[config.mk]
export PLATFORM = sky130hd
export DESIGN_NAME = dual_chan_regfile
export DESIGN_NICKNAME = d
export VERILOG_FILES = /design/src/rtl/dual_chan_regfile.sv
export SDC_FILE = /design/constraint.sdc
export NUM_CORES = 2
export LEC_CHECK = 0
export BUFFER_PORTS_ARGS = -buffer_cell sky130_fd_sc_hd__clkbuf_2
export CORE_ASPECT_RATIO = 1.5
export CORE_MARGIN = 5
export CORE_UTILIZATION = 49
export CTS_CLUSTER_DIAMETER = 80
export DETAILED_ROUTE_END_ITERATION = 6
export GPL_ROUTABILITY_DRIVEN = 0
export GPL_TIMING_DRIVEN = 1
export SLEW_MARGIN = 40
export SYNTH_ARGS = -nofsm -noshare
export SYNTH_HDL_FRONTEND = slang
export SYNTH_SLANG_ARGS = --single-unit
export TNS_END_PERCENT = 100
[constraint.sdc]
create_clock -name clk -period 101.3 [get_ports clk]
set_input_delay 0 -clock clk [delete_from_list [all_inputs] [get_ports clk]]
set_output_delay 0 -clock clk [all_outputs]
set_load 0.02 [all_outputs]
[src/rtl/dual_chan_regfile.sv]
module dual_chan_regfile #(
  parameter int unsigned CLK_HZ    = 4915200,
  parameter int unsigned RATE_W    = 32,
  parameter bit          SWAP_ADDR = 1'b0
)(
  input  logic              clk,
  input  logic              rst_n,
  input  logic              cs,
  input  logic              rd,
  input  logic              wr,
  input  logic [1:0]        addr,
  input  logic [7:0]        wdata,
  output logic [7:0]        rdata,
  input  logic [7:0]        rx_a,
  input  logic [7:0]        rx_b,
  output logic [7:0]        tx_byte,
  output logic [1:0]        data_wr,
  output logic [1:0]        data_rd,
  output logic [1:0]        rx_en,
  output logic [1:0]        tx_en,
  output logic [1:0]        loopback,
  output logic [RATE_W-1:0] rate_a,
  output logic [RATE_W-1:0] rate_b
);
  localparam int NREG = 16;
  localparam int PW   = $clog2(NREG);

  logic [7:0]        wreg [2][NREG];
  logic [7:0]        stat [2];
  logic [7:0]        spec [2];
  logic [PW-1:0]     ptr  [2];
  logic [RATE_W-1:0] rate_v [2];

  logic ch, dsel;
  assign ch   = SWAP_ADDR ? addr[0] : addr[1];
  assign dsel = SWAP_ADDR ? addr[1] : addr[0];

  logic w_ctl, w_dat, r_ctl, r_dat;
  assign w_ctl = cs & wr & ~dsel;
  assign w_dat = cs & wr & dsel;
  assign r_ctl = cs & rd & ~wr & ~dsel;
  assign r_dat = cs & rd & ~wr & dsel;

  logic [PW-1:0] cur;
  assign cur = ptr[ch];

  logic [1:0] rst_sel;
  logic       rst_req, hard;
  assign rst_sel = {wdata[6], wdata[7]};
  assign hard    = &wdata[7:6];
  assign rst_req = (cur == 4'd9) && (|wdata[7:6]);

  always_comb begin
    rdata = 8'h00;
    if (dsel)             rdata = ch ? rx_b : rx_a;
    else if (cur == 4'd0) rdata = stat[ch];
    else if (cur == 4'd1) rdata = spec[ch];
    else if (cur >= 4'd9) rdata = wreg[ch][cur];
  end

  always_ff @(posedge clk or negedge rst_n) begin
    if (!rst_n) begin
      for (int c = 0; c < 2; c++) begin
        for (int r = 0; r < NREG; r++) wreg[c][r] <= 8'h00;
        stat[c] <= 8'h04;
        spec[c] <= 8'h00;
        ptr[c]  <= '0;
      end
      tx_byte <= 8'h00;
      data_wr <= 2'b00;
      data_rd <= 2'b00;
    end else begin
      data_wr <= {w_dat & ch, w_dat & ~ch};
      data_rd <= {r_dat & ch, r_dat & ~ch};
      if (w_dat) tx_byte <= wdata;
      if (r_ctl) ptr[ch] <= '0;
      if (w_ctl) begin
        if (cur == 4'd0) begin
          ptr[ch] <= {wdata[5:3] == 3'b001, wdata[2:0]};
        end else begin
          ptr[ch] <= '0;
          if (rst_req) begin
            for (int c = 0; c < 2; c++) begin
              if (rst_sel[c]) begin
                ptr[c]      <= '0;
                wreg[c][0]  <= 8'h00;
                wreg[c][1]  <= wreg[c][1] & 8'h24;
                wreg[c][3]  <= wreg[c][3] & 8'hFE;
                wreg[c][4]  <= wreg[c][4] | 8'h04;
                wreg[c][5]  <= wreg[c][5] & 8'h61;
                wreg[c][9]  <= wreg[c][9] & 8'hDF;
                wreg[c][10] <= wreg[c][10] & 8'h60;
                wreg[c][14] <= (wreg[c][14] & 8'hC3) | 8'h20;
                wreg[c][15] <= 8'hF8;
                stat[c]     <= (stat[c] & 8'hB8) | 8'h44;
                spec[c]     <= (spec[c] & 8'h01) | 8'h06;
                if (hard) begin
                  wreg[c][9]  <= (wreg[c][9] & 8'h03) | 8'hC0;
                  wreg[c][10] <= 8'h00;
                  wreg[c][11] <= 8'h08;
                  wreg[c][14] <= (wreg[c][14] & 8'hC0) | 8'h30;
                end
              end
            end
          end else begin
            wreg[ch][cur] <= wdata;
            if (cur == 4'd3 && wdata[4]) stat[ch] <= stat[ch] | 8'h10;
          end
        end
      end
    end
  end

  for (genvar c = 0; c < 2; c++) begin : g_ch
    logic [15:0] tc;
    logic [31:0] quot;
    logic [1:0]  mode;
    logic [2:0]  sh;
    assign tc   = {wreg[c][13], wreg[c][12]};
    assign quot = CLK_HZ / ({16'd0, tc} + 32'd2);
    assign mode = wreg[c][4][7:6];
    assign sh   = (mode == 2'd0) ? 3'd0 : ({1'b0, mode} + 3'd3);
    assign rate_v[c]   = RATE_W'(quot >> sh);
    assign rx_en[c]    = wreg[c][3][0];
    assign tx_en[c]    = wreg[c][5][3];
    assign loopback[c] = wreg[c][14][4];


    ptr_idle_rd_chk: assert property (@(posedge clk) disable iff (!rst_n)
      (r_ctl && ch == 1'(c)) |=> ptr[c] == '0);

    hunt_flag_chk: assert property (@(posedge clk) disable iff (!rst_n)
      (w_ctl && ch == 1'(c) && cur == 4'd3 && wdata[4]) |=> stat[c][4]);

    rst_nostore_chk: assert property (@(posedge clk) disable iff (!rst_n)
      (w_ctl && rst_req && !rst_sel[c]) |=> $stable(wreg[c][9]));

    hard_defaults_chk: assert property (@(posedge clk) disable iff (!rst_n)
      (w_ctl && rst_req && hard) |=> (wreg[c][11] == 8'h08 && wreg[c][10] == 8'h00));

    txe_hold_chk: assert property (@(posedge clk) disable iff (!rst_n) stat[c][2]);

    wr_pulse_src_chk: assert property (@(posedge clk) disable iff (!rst_n)
      data_wr[c] |-> $past(w_dat && ch == 1'(c)));
  end

  assign rate_a = rate_v[0];
  assign rate_b = rate_v[1];
endmodule

After elaboration in Yosys (flattened, before gate mapping)
Index checks and enable logic that the tools add are counted.
Word-level totals
  flip-flop bits (word level): 294
  input bits: 31
  output and inout bits: 90
  word-level logic and storage cells: 182
Operators by class
  multiplexer cells: 60
  shifts and indexed selects: 2
  order comparisons: 5
  add/sub/neg operators: 4
  bitwise operators: 21
  divide/modulo/power cells: 2
  equality and inequality tests: 7
  reductions and logical operators: 20
Operators with widths (number)
  128-bit two-way mux: 4
  256-bit bitwise mux: 1
  24-bit two-way mux: 7
  8-bit two-way mux: 18
  128-bit demux with 1-bit select: 1
  16-bit two-way mux: 6
  23-bit by 32-bit divider with 32-bit output (first input constant): 2
  32-bit by 3-bit >> shifter with 32-bit output: 2
  16-bit by 2-bit adder with 17-bit output (second input constant): 2
  17-bit two-way mux: 2
  8-bit binary-select mux with 4-bit select: 1
  8-bit demux with 4-bit select: 1
  32-bit two-way mux: 1
  14-bit two-way mux: 2
  4-bit AND reduction: 7
  4-bit two-way mux: 6
  8-bit bitwise AND: 2
  16-bit bitwise mux: 1
  7-bit two-way mux: 2
  1-bit bitwise AND: 11
  3-bit two-way mux: 3
  3-bit AND reduction: 3
  8-bit bitwise mux: 1
  8-bit demux with 1-bit select: 1
  other kinds (24): 34

Logic depth before layout (Yosys ltp)
  word-level depth: 13
  depth in mapped cells: 474
  depth with buffers taken out: 437

Worst setup path after synthesis
No wires, ideal clock.
  path type: flip-flop to output port
  start: register wreg, in the netlist g_ch[1].tc[1]
  end: output port rate_b[0]
  required time: 101.300 ns
  stages on the path, launching flop included: 454
  buffers on the path: 46
  arrival: 86.532 ns
  path slack: 14.768 ns
  path through: dfrtp_1 -> and4_1 -> nand4_1 -> xor2_1 -> nand2_1 -> nor3_1 -> nand3_1 -> nor3_1 -> ha_1 -> xnor2_1 -> a221oi_1 -> nor2_1 -> ha_1 -> o21ai_1 -> a211oi_1 -> and2_1 -> or3_1 -> a21oi_1 -> (+418 left out) -> a21o_1 -> a21o_1 -> a21o_1 -> a21oi_1 -> o2111ai_1 -> or2_4 -> or2_1 -> buf_2 -> mux2_1 -> ha_1 -> a21o_1 -> a21o_1 -> a21oi_1 -> o21ai_0 -> a21oi_1 -> o21ai_1 -> a2111oi_2 -> a221oi_1
On the way
  longest elaborated chain between the ends: 3
Ends and longest elaborated chain
  start, declared: line 28  | logic [7:0] wreg [2][NREG];
  start signal, assigned by index: line 87  | wreg[c][1] <= wreg[c][1] & 8'h24;
  start signal, assigned by index: line 88  | wreg[c][3] <= wreg[c][3] & 8'hFE;
  start signal, assigned by index: line 89  | wreg[c][4] <= wreg[c][4] | 8'h04;
  16-bit by 2-bit adder with 17-bit output: line 120  | assign quot = CLK_HZ / ({16'd0, tc} + 32'd2);
  23-bit by 32-bit divider with 32-bit output: line 120
  32-bit by 3-bit >> shifter with 32-bit output: line 123  | assign rate_v[c] = RATE_W'(quot >> sh);
  end, declared: line 23  | output logic [RATE_W-1:0] rate_b
No other way between the ends.

Worst setup path after layout
  start: register wreg, in the netlist g_ch[0].tc[4]
  end: output port rate_a[0]
On the way
  longest elaborated chain between the ends: 3
Ends and longest elaborated chain
  16-bit by 2-bit adder with 17-bit output: line 120
  23-bit by 32-bit divider with 32-bit output: line 120
  32-bit by 3-bit >> shifter with 32-bit output: line 123
  end, declared: line 22  | output logic [RATE_W-1:0] rate_a,
No other way between the ends.

==> flow_summary.json <==
{
  "synth_top_family_by_area": "compound AO/OA/AOI/OAI gates",
  "grt_overflow": 0,
  "synth-compound-area-share_pct": 31.39,
  "syn_area_um2": 61110,
  "multi_input_area_um2": 54870,
  "timing.rr.end": "wreg[35]",
  "crit_required_ps": 101300,
  "grt.total_usage_pct": 31.89,
  "hold_viol_final": 0,
  "yosysSeqAreaShare_pct": 6.802,
  "grtUsageMet1_pct": 32.41,
  "cp.depth": 415,
  "grt_most_used_layer": "met2",
  "crit_end": "rate_a[0]",
  "drive_above_1_share_pct": 9.516,
  "coreArea_um2": 123800,
  "fin_crit_sh_pct": 93.71,
  "max_freq_mhz": 10.53,
  "status": "finished, violations left",
  "die_w_um": 298.3,
  "grt_pass1_vias": 65073,
  "rows": 158,
  "crit_arrival_ps": 94930,
  "r2r_cells": 12,
  "hold_class": "input port to register",
  "avgSynthCellArea_um2": 7.031,
  "cts_tree": "built",
  "pin_count": 121,
  "period_needed_ps": 94930,
  "yosysTopAreaCell": "ha_1",
  "routed_via_density": 6.583,
  "hp-start": "addr[1]",
  "yosys_warnings": 0,
  "wl_per_cell_um": 22.06,
  "use_met3_pct": 3.469,
  "crit_family": "compound AO/OA/AOI/OAI gates",
  "crit_path_top_delay_cell": "or4b_2",
  "route.detailed.drc": 1,
  "cts_sinks": 166,
  "synth_common_cells": "nor2_1 (886), nand2_1 (805), ha_1 (752)",
  "violations": "design-rule violations",
  "synthTopCellsByArea": "ha_1 (15%), dfrtp_1 (6.7%), a21oi_1 (6.0%)",
  "path_class": "register to primary output",
  "synth-xor-area-share_pct": 7.569,
  "cts.htree.levels": 4,
  "place_hpwl_mm": 176.9,
  "die_area_um2": 132000,
  "ys_ff_latch": 166,
  "root_buffer": "clkbuf_16",
  "max_cap_violations": 0,
  "area_growth_syn_to_layout_pct": 5.409,
  "clk_latency_ps": 440,
  "cp-end-kind": "primary output",
  "fp.dieH_um": 442.5,
  "grtUsageMet2_pct": 60.61,
  "drv_slew": 0,
  "r2r_slack_ps": 96670,
  "ys_async_sr_fraction_pct": 100.0,
  "slew_headroom_pct": 36.49,
  "port_buffers": 120,
  "critical_path.max_fanout": 35,
  "yosysUniqueCellTypes": 145,
  "fillers": 12465,
  "clockBufferDepth": 2,
  "yosysTopAreaCellShare_pct": 15.40,
  "clock_skew_ps": 9.159,
  "clk_pin_slew_ps": 70,
  "grt_pass1_wl_mm": 346.2,
  "setup_viol": 0,
  "start_util_pct": 49.38,
  "synth_edf_count": 0,
  "grt_max_degree": 81,
  "crit_top_cell": "o21ai_0",
  "synthCells": 8692,
  "num_vias": 67292,
  "drtAntennaViolNets": 0,
  "synth_mux_area_share_pct": 7.739,
  "antenna_found_initial": 4,
  "first_pass_iters": 7,
  "startpoint": "g_ch[0].tc[4]",
  "yosysMostFrequentCell": "nor2_1",
  "synth-simple-area-share_pct": 26.76,
  "worst_setup_path_start_kind": "register",
  "drt_wl_total_mm": 225.5,
  "fin_setup_tns_ps": 0,
  "cp_num_buf_inv": 14,
  "cts_buffers": 17,
  "worst_slew_pin_slew_ps": 942.7,
  "synth_ff_type": "dfrtp_1",
  "slowest_delay_ps": 650,
  "drt_iter0_markers": 4371,
  "fin_nets": 9388,
  "seqCellArea_um2": 4169,
  "synthAdderAreaFrac_pct": 15.40
}
final cells by class:
class	count	area share (%)
multi-input combinational	7859	85.17
sequential	166	6.472
tap	1600	3.108
timing repair buffer	241	2.434
inverter	320	1.865
clock buffer	21	0.6992
clock inverter	10	0.2311
antenna	5	0.01942
how the worst min path moves through the flow:
stage | cells after the start | slack [ps] | endpoint
finish | 2 | 5 | data_wr[0]
global route | 2 | 60 | data_wr[0]
CTS | 3 | 30 | wreg[135]
detailed placement | 1 | 90 | tx_byte[0]
global placement | 1 | 80 | wreg[49]
floorplan | 0 | -300 | async pin
cells by family after synthesis:
group                    Yosys count
other                              1
flip-flops                       166
AND/OR/NAND/NOR                 3293
AO/OA/AOI/OAI                   2913
adder cells (fa/ha/maj)          752
buffers and inverters            668
multiplexers                     380
XOR/XNOR                         519
sequential cells by signal, indices dropped and copies added, names as in the netlist, named ones only:
name       cells
spec           2
loopback       2
tx_byte        8
wreg          86
data_rd        2
g_ch.mode      4
g_ch.tc       32
data_wr        2
stat          16
tx_en          2
rx_en          2
cell usage in the layout, fill, tap and decap left out, types with 137 or more instances in the layout:
master | Yosys | final
a21o_1 | 315 | 315
a21oi_1 | 732 | 729
dfrtp_1 | 164 | 158
ha_1 | 752 | 751
inv_1 | 319 | 316
mux2_2 | 222 | 222
nand2_1 | 805 | 799
nand2b_1 | 238 | 237
nand3_1 | 272 | 270
nor2_1 | 886 | 879
nor3_1 | 232 | 226
o21a_1 | 193 | 193
o21ai_0 | 633 | 630
o31ai_1 | 157 | 154
xnor2_1 | 371 | 358
xor2_1 | 140 | 137
timing repair:
item,4_1_cts,5_1_grt
setup endpoints to repair,0,4
setup buffers,0,5
hold endpoints to repair,81,19
resized for setup,0,51
hold buffers,5,1
routing by layer:
layer  vias up  share of wire, %
li1      32359                 -
met1     31811                37
met2      2241                51
met3       877               4.7
met4         4               8.2
met5         -             0.011
worst reg2reg max path, delay by kind of cell (launching register included):
| kind | cells | cell delay [ps] |
|---|---|---|
| buffers and inverters | 1 | 370 |
| flip-flops | 1 | 650 |
| AO/OA/AOI/OAI | 2 | 390 |
| AND/OR/NAND/NOR | 9 | 3140 |
per-stage QoR:
stage | instances | instance area, µm² | util, % | setup slack, ps | hold WS, ps
after CTS | 10209 | 64060 | 51.76 | 1754 | 25.04
after floorplan | 8693 | 61110 | - | 14770 | -295.6
after global routing | 10217 | 64400 | 52.04 | -312.8 | 55.30
after detailed placement | 10173 | 63410 | 51.24 | 2751 | 86.26
final | 10222 | 64420 | 52.05 | 6368 | 4.962
after global placement | 10173 | 63340 | 51.18 | 2090 | 83.70
Power is left out: the tool's default activity adds up to more than one toggle a clock period on the data nets, which glitch-free logic cannot reach.
